--- config.mk ---
export PLATFORM = sky130hd
export DESIGN_NAME = ptrdir_ctrl
export DESIGN_NICKNAME = d
export VERILOG_FILES = /design/src/rtl/ptrdir_pkg.sv /design/src/rtl/ptrdir_arb.sv /design/src/rtl/ptrdir_share.sv /design/src/rtl/ptrdir_ctrl.sv
export SDC_FILE = /design/constraint.sdc
export NUM_CORES = 1
export LEC_CHECK = 0
export BUFFER_PORTS_ARGS = -buffer_cell sky130_fd_sc_hd__buf_2
export CAP_MARGIN = 20
export CORE_AREA = 8 8 250 252
export DETAILED_ROUTE_END_ITERATION = 6
export DIE_AREA = 0 0 258 260
export MAX_ROUTING_LAYER = met4
export PLACE_DENSITY = 0.5
export SLEW_MARGIN = 20
export SYNTH_ARGS = -nofsm -noshare
export SYNTH_HDL_FRONTEND = slang
export SYNTH_HIERARCHICAL = 1
export SYNTH_SLANG_ARGS = --single-unit
--- constraint.sdc ---
create_clock -name clk -period 9.9 [get_ports clk]
set_input_delay 0.495 -clock clk [delete_from_list [all_inputs] [get_ports clk]]
set_output_delay 0.495 -clock clk [all_outputs]
set_load 0.01 [all_outputs]
--- src/rtl/ptrdir_pkg.sv ---
package ptrdir_pkg;
  typedef enum logic [1:0] {
    L_INV = 2'd0,
    L_SHR = 2'd1,
    L_MOD = 2'd2,
    L_BSY = 2'd3
  } line_st_e;
endpackage

--- src/rtl/ptrdir_arb.sv ---
// Fixed priority: lowest index wins.
module ptrdir_arb #(
  parameter int N_PORTS = 2
) (
  input  logic [N_PORTS-1:0] req,
  output logic [N_PORTS-1:0] gnt
);
  logic [N_PORTS:0] seen;
  assign seen[0] = 1'b0;
  for (genvar p = 0; p < N_PORTS; p++) begin : g_pri
    assign gnt[p]    = req[p] & ~seen[p];
    assign seen[p+1] = seen[p] | req[p];
  end
endmodule

--- src/rtl/ptrdir_share.sv ---
// Looks up a requester in a line's pointer slots and builds the target mask.
module ptrdir_share #(
  parameter int N_CORES = 16,
  parameter int N_PTRS  = 4,
  parameter int CW      = 4,
  parameter int PIW     = 2
) (
  input  logic [N_PTRS-1:0][CW-1:0] ptrs,
  input  logic [N_PTRS-1:0]         vld,
  input  logic [CW-1:0]             core,
  output logic                      hit,
  output logic                      full,
  output logic [PIW-1:0]            free_idx,
  output logic [N_CORES-1:0]        tmask,
  output logic [CW:0]               tcnt
);
  logic [N_PTRS-1:0] slot_hit;

  for (genvar s = 0; s < N_PTRS; s++) begin : g_slot
    assign slot_hit[s] = vld[s] && (ptrs[s] == core);
  end

  assign hit  = |slot_hit;
  assign full = &vld;

  always_comb begin
    free_idx = '0;
    for (int s = N_PTRS-1; s >= 0; s--) begin
      if (!vld[s]) free_idx = PIW'(s);
    end
  end

  always_comb begin
    tmask = '0;
    for (int s = 0; s < N_PTRS; s++) begin
      if (vld[s] && !slot_hit[s]) tmask[ptrs[s]] = 1'b1;
    end
  end

  always_comb begin
    tcnt = '0;
    for (int c = 0; c < N_CORES; c++) tcnt = tcnt + (CW+1)'(tmask[c]);
  end
endmodule

--- src/rtl/ptrdir_ctrl.sv ---
module ptrdir_ctrl
  import ptrdir_pkg::*;
#(
  parameter int N_CORES = 16,
  parameter int N_PTRS  = 4,
  parameter int N_LINES = 8,
  parameter int N_PORTS = 2,
  localparam int CW  = $clog2(N_CORES),
  localparam int LW  = (N_LINES > 1) ? $clog2(N_LINES) : 1,
  localparam int PW  = (N_PORTS > 1) ? $clog2(N_PORTS) : 1,
  localparam int PIW = (N_PTRS > 1) ? $clog2(N_PTRS) : 1,
  localparam int AW  = CW + 1
) (
  input  logic                  clk,
  input  logic                  rst,
  input  logic [N_PORTS-1:0]    req_valid,
  input  logic [N_PORTS-1:0]    req_excl,
  input  logic [N_PORTS*CW-1:0] req_core,
  input  logic [N_PORTS*LW-1:0] req_line,
  input  logic                  ack_valid,
  input  logic [LW-1:0]         ack_line,
  output logic                  grant_valid,
  output logic                  grant_excl,
  output logic [CW-1:0]         grant_core,
  output logic [LW-1:0]         grant_line,
  output logic [N_PORTS-1:0]    nack,
  output logic                  inv_valid,
  output logic                  inv_bcast,
  output logic [LW-1:0]         inv_line,
  output logic [N_CORES-1:0]    inv_mask
);
  // Per-line directory table
  line_st_e                  st_q  [N_LINES];
  logic [N_PTRS-1:0][CW-1:0] ptr_q [N_LINES];
  logic [N_PTRS-1:0]         vld_q [N_LINES];
  logic [N_LINES-1:0]        ovf_q;
  logic [CW-1:0]             pc_q  [N_LINES];
  logic [N_LINES-1:0]        pe_q;
  logic [AW-1:0]             cnt_q [N_LINES];

  // Arbitration
  logic [N_PORTS-1:0] gnt;
  logic [PW-1:0]      widx;
  logic               win;
  logic [CW-1:0]      w_core;
  logic [LW-1:0]      w_line;
  logic               w_excl;

  ptrdir_arb #(.N_PORTS(N_PORTS)) u_arb (.req(req_valid), .gnt(gnt));

  always_comb begin
    widx = '0;
    for (int p = N_PORTS-1; p >= 0; p--) begin
      if (gnt[p]) widx = PW'(p);
    end
  end

  assign win    = |req_valid;
  assign w_core = req_core[widx*CW +: CW];
  assign w_line = req_line[widx*LW +: LW];
  assign w_excl = req_excl[widx];

  // Sharer lookup on the winning line
  logic               s_hit, s_full;
  logic [PIW-1:0]     s_free;
  logic [N_CORES-1:0] s_mask;
  logic [AW-1:0]      s_cnt;

  ptrdir_share #(
    .N_CORES(N_CORES), .N_PTRS(N_PTRS), .CW(CW), .PIW(PIW)
  ) u_share (
    .ptrs(ptr_q[w_line]), .vld(vld_q[w_line]), .core(w_core),
    .hit(s_hit), .full(s_full), .free_idx(s_free),
    .tmask(s_mask), .tcnt(s_cnt)
  );

  // Ack handling and request acceptance
  logic a_busy, a_done, take;
  logic [N_CORES-1:0] req_bit, own_bit;

  assign a_busy  = ack_valid && (st_q[ack_line] == L_BSY);
  assign a_done  = a_busy && (cnt_q[ack_line] == AW'(1));
  assign take    = win && !a_done && (st_q[w_line] != L_BSY);
  assign req_bit = N_CORES'(1) << w_core;
  assign own_bit = N_CORES'(1) << ptr_q[w_line][0];

  always_ff @(posedge clk) begin
    if (rst) begin
      for (int i = 0; i < N_LINES; i++) begin
        st_q[i]  <= L_INV;
        ptr_q[i] <= '0;
        vld_q[i] <= '0;
        pc_q[i]  <= '0;
        cnt_q[i] <= '0;
      end
      ovf_q       <= '0;
      pe_q        <= '0;
      grant_valid <= 1'b0;
      grant_excl  <= 1'b0;
      grant_core  <= '0;
      grant_line  <= '0;
      nack        <= '0;
      inv_valid   <= 1'b0;
      inv_bcast   <= 1'b0;
      inv_line    <= '0;
      inv_mask    <= '0;
    end else begin
      grant_valid <= 1'b0;
      inv_valid   <= 1'b0;
      inv_bcast   <= 1'b0;
      nack        <= req_valid & ~(take ? gnt : '0);

      // Acknowledgement path: completion has priority
      if (a_busy) begin
        if (a_done) begin
          st_q[ack_line]     <= pe_q[ack_line] ? L_MOD : L_SHR;
          ptr_q[ack_line][0] <= pc_q[ack_line];
          vld_q[ack_line]    <= N_PTRS'(1);
          ovf_q[ack_line]    <= 1'b0;
          cnt_q[ack_line]    <= '0;
          grant_valid        <= 1'b1;
          grant_excl         <= pe_q[ack_line];
          grant_core         <= pc_q[ack_line];
          grant_line         <= ack_line;
        end else begin
          cnt_q[ack_line] <= cnt_q[ack_line] - AW'(1);
        end
      end

      // Request path
      if (take) begin
        grant_core <= w_core;
        grant_line <= w_line;
        grant_excl <= w_excl;
        inv_line   <= w_line;
        pc_q[w_line] <= w_core;
        pe_q[w_line] <= w_excl;
        case (st_q[w_line])
          L_INV: begin
            st_q[w_line]     <= w_excl ? L_MOD : L_SHR;
            ptr_q[w_line][0] <= w_core;
            vld_q[w_line]    <= N_PTRS'(1);
            ovf_q[w_line]    <= 1'b0;
            grant_valid      <= 1'b1;
          end
          L_SHR: begin
            if (!w_excl) begin
              grant_valid <= 1'b1;
              if (!s_hit) begin
                if (!s_full) begin
                  ptr_q[w_line][s_free] <= w_core;
                  vld_q[w_line][s_free] <= 1'b1;
                end else begin
                  ovf_q[w_line] <= 1'b1;
                end
              end
            end else if (ovf_q[w_line]) begin
              st_q[w_line]  <= L_BSY;
              cnt_q[w_line] <= AW'(N_CORES-1);
              inv_valid     <= 1'b1;
              inv_bcast     <= 1'b1;
              inv_mask      <= ~req_bit;
            end else if (s_cnt == '0) begin
              st_q[w_line]     <= L_MOD;
              ptr_q[w_line][0] <= w_core;
              vld_q[w_line]    <= N_PTRS'(1);
              grant_valid      <= 1'b1;
            end else begin
              st_q[w_line]  <= L_BSY;
              cnt_q[w_line] <= s_cnt;
              inv_valid     <= 1'b1;
              inv_mask      <= s_mask;
            end
          end
          L_MOD: begin
            if (ptr_q[w_line][0] == w_core) begin
              grant_valid <= 1'b1;
            end else begin
              st_q[w_line]  <= L_BSY;
              cnt_q[w_line] <= AW'(1);
              inv_valid     <= 1'b1;
              inv_mask      <= own_bit;
            end
          end
          default: ;
        endcase
      end
    end
  end

  // Assertions
  a_r2_one_served: assert property (@(posedge clk) disable iff (rst)
    1'b1 |=> ($countones(nack) + 1 >= $countones($past(req_valid))));

  a_r7_bcast_width: assert property (@(posedge clk) disable iff (rst)
    inv_bcast |-> (inv_valid && $countones(inv_mask) == N_CORES-1));

  a_r11_no_double: assert property (@(posedge clk) disable iff (rst)
    inv_valid |-> !grant_valid);

  a_r6_targets_nonempty: assert property (@(posedge clk) disable iff (rst)
    inv_valid |-> (inv_mask != '0));

  for (genvar i = 0; i < N_LINES; i++) begin : g_line_chk
    a_r5_no_overflow: assert property (@(posedge clk) disable iff (rst)
      ovf_q[i] |-> (&vld_q[i]));
    a_r3_busy_count: assert property (@(posedge clk) disable iff (rst)
      (st_q[i] == L_BSY) |-> (cnt_q[i] != '0));
  end
endmodule

==> metrics <==
status finished clean; cell mode on critical path fa_1; Initial Util 29.7%; share of cells above drive strength 1 17.7%; Final Max Tran Viols 0; worst reg2reg path depth 29; FF-to-FF Start ptr_q[5][1]; CTS tree built; clk_skew 31.7 ps; CP max FO 21; Post-Syn Nets 1736; Detailed Route Iter0 Violations 1227; multi-input logic area 8250 um^2; Power Density 176 nW/um^2; slowest stage delay, CP 580 ps; slowest CP cell o41ai_1; First-pass DRT Iterations 5; sequential-to-total area share from yosys stat 47.9%; sequential share of power 40.5%; worst setup slack after placement -58.3 ps; Total Routing Usage GR 18.6%; Die Span X 258 um; Yosys reg bits 296; first-pass GRT wire length 92.0 mm; Placer Congestion 0.952; initial antenna violation count 1; # Max-Cap Violations 0; port bufs 55; net switching power 0.00105 W; sw frac 29.7%; I/O pin count 56; root buf cell clkbuf_16; Mean Syn Cell Area 10.3 um^2; CTS max path bufs 3; min-delay src req_valid[0]; clock slew at reported path FFs 60 ps; final total power 0.00355 W; FILL cells 5943; die height 260 um; # clock sinks 296; Post-synth EDFFs 240; Leak 7.97 nW; Setup Total Neg Slack 0 ps; Comb pwr share 19.9%; HP Class in -> reg; cts hold-fix bufs 0; Internal Dissipation 0.00250 W; Relative slew margins 29.4%; Top FF cell, synth edfxtp_1; hold depth 2; Via-to-Cell Ratio 5.45; WHS Endpoint nack[0]; Reg area 8330 um^2; YS warnings 6; Post-DRT Antenna Nets 0; FF-to-FF setup slack 960 ps; Fin. Hold Viols 0; area grow syn2layout 16.0%; critical path startpoint req_valid[1]; Clock power frac 39.7%; worst endpoint required time 10140 ps; Clock Latency Late Sink 560 ps; hpwl dp 46.1 mm; fmax 0.106 GHz; arrival time worst endpoint 9640 ps; vias in the first global route 13800; crit path kind in -> reg; Mapped Area 17400 um^2; CP endpoint kind flop; fin crit share 94.9%; actual slew at the worst max-slew pin 1060 ps; final core occ 34.5%; total CTS buffers 36; largest net degree at the start of global routing 76; drt total wl 62.6 mm; Crit Reg-Reg Endpoint ptr_q[4][10]; DR WL/cell 24.5 um; CORE AREA 58500 um^2; grt ovf 0; Rows 89; unrepaired setup endpoints after global routing false; Setup Viol. Count Final 0; Post-synth ARST share 0%; vias 14000; Worst setup SP type input port; DIE AREA 67100 um^2; final net count 1808; cells after synthesis 1686; DRC 0; Max H-tree Level 2; ant diodes 0; VDD IR-drop max 0.000118 V; final setup margin 501 ps; count of different cell masters after synthesis 96; minimum clock period 9400 ps
## area by class of cell
| cell class | instances | area share (%) |
|---|---|---|
| sequential | 296 | 41.3 |
| multi-input combinational | 1197 | 40.9 |
| timing repair buffer | 148 | 5.27 |
| clock buffer | 49 | 5.27 |
| tap | 773 | 4.80 |
| inverter | 79 | 1.47 |
| clock inverter | 17 | 0.968 |
## registers in the layout, indices dropped and copies added, names as in the netlist
name         flops
pc_q            32
inv_mask        16
pe_q             8
ptr_q          128
ovf_q            8
nack             2
inv_line         3
inv_valid        1
grant_excl       1
grant_valid      1
st_q            16
vld_q           32
grant_line       3
cnt_q           40
grant_core       4
inv_bcast        1
## power groups by stage
stage / clock, W / sequential (W) / combinational [W]
after detailed placement: 0 / 0.00146 / 0.000686
after floorplan: 0 / 0.00145 / 0.000443
after global placement: 0 / 0.00146 / 0.000684
after global routing: 0.00148 / 0.00144 / 0.000756
after CTS: 0.00143 / 0.00144 / 0.000688
final: 0.00141 / 0.00144 / 0.000705
## cells in the mapped netlist, types with 9 or more instances
cell        n  share of area (%)
inv_1      77                1.7
nand2_2     9               0.32
a21o_1     28                1.2
nor2_1    289                6.2
o22ai_1    22               0.79
dfxtp_1    56                6.5
or3_1      17               0.61
xor2_1     12               0.60
nand4_1    23               0.83
nand2b_2   16               0.81
nand3_1    52                1.5
mux2_1     24                1.6
nor3_1     11               0.32
nor2b_1    26               0.94
xnor2_1    10               0.50
nand2_1    87                1.9
ha_1       15                1.1
a22oi_1    65                2.8
o31ai_1    10               0.43
a221oi_1   13               0.66
o21ai_0    42                1.2
a31oi_1    13               0.47
nand2b_1   54                1.9
fa_1       11                1.3
clkbuf_1   59                1.3
and3_1     12               0.43
a211oi_1   12               0.52
buf_1      12               0.26
o32ai_1    15               0.76
o21ai_1    16               0.46
mux2i_1    60                3.5
edfxtp_1  240                 41
a21oi_1    37                1.1
buf_2      27               0.78
a22o_1     13               0.66
a221o_1    12               0.69
## cells in the final DEF (no fill, tap or decap), drive strengths merged, types with 7 or more instances in the layout
cell / instances
dfxtp: 56
a21oi: 39
nor3: 11
nor2b: 28
fa: 11
o21ai: 58
nor2: 301
edfxtp: 240
xnor2: 10
a22oi: 65
a31oi: 17
xor2: 13
a22o: 13
a21o: 28
or2: 9
nand3: 52
buf: 148
a221o: 12
and3: 12
a211o: 8
o21a: 8
a221oi: 14
inv: 82
and2: 8
mux2i: 70
or3: 17
clkinv: 10
nand2b: 71
o22ai: 22
mux4: 7
mux2: 27
clkbuf: 49
nand4: 23
nand2: 104
o32ai: 18
a211oi: 12
ha: 15
o31ai: 10
or4: 7
## critical path, delay by kind of cell
| family | cells | cell delay, ps |
|---|---|---|
| adder cells (fa/ha/maj) | 7 | 2930 |
| AO/OA/AOI/OAI | 9 | 2600 |
| AND/OR/NAND/NOR | 7 | 1870 |
| buffers and inverters | 6 | 980 |
| multiplexers | 1 | 420 |
| XOR/XNOR | 2 | 330 |
## metrics by stage
| stage | cells | area (um^2) | hold slack, ps |
|---|---|---|---|
| 4_1_cts | 2548 | 20000 | 239 |
| 5_1_grt | 2559 | 20200 | 283 |
| 3_5_place_dp | 2482 | 18700 | 446 |
| 6_report | 2559 | 20200 | 277 |
| 3_3_place_gp | 2482 | 18700 | 444 |
| 2_1_floorplan | 1686 | 17400 | 428 |
## metal layers
metal | GRT usage, % | vias to the layer above | part of all wire (%)
met5 | - | - | 0
met4 | 6.72 | 0 | 3.2
met3 | 2.57 | 98 | 6.5
met2 | 30.9 | 591 | 49
met1 | 23.2 | 6918 | 42
li1 | - | 6350 | -
## worst max-delay path by stage
stage / slack, ps / to / depth (start not counted)
4_1_cts: 500 / ptr_q[2][15] / 32
6_report: 500 / ptr_q[4][10] / 32
5_1_grt: 50 / ptr_q[4][10] / 31
2_1_floorplan: 840 / ptr_q[0][0] / 31
3_5_place_dp: -60 / ptr_q[2][15] / 32
3_3_place_gp: 100 / ptr_q[2][15] / 31
## logic make-up (layout without fill, tap and decap cells)
family | count (synthesis) | in the layout | share of synthesized area [%]
AO/OA/AOI/OAI | 366 | 366 | 15.8
multiplexers | 104 | 104 | 7.31
adder cells (fa/ha/maj) | 26 | 26 | 2.35
AND/OR/NAND/NOR | 678 | 678 | 20.5
buffers and inverters | 193 | 293 | 4.84
XOR/XNOR | 23 | 23 | 1.20
flip-flops | 296 | 296 | 47.9
## what timing repair did
item	CTS	global route
resized for setup	0	1
buffers inserted	0	11
setup endpoints to repair	0	66
Power figures use the tool's default switching activity.
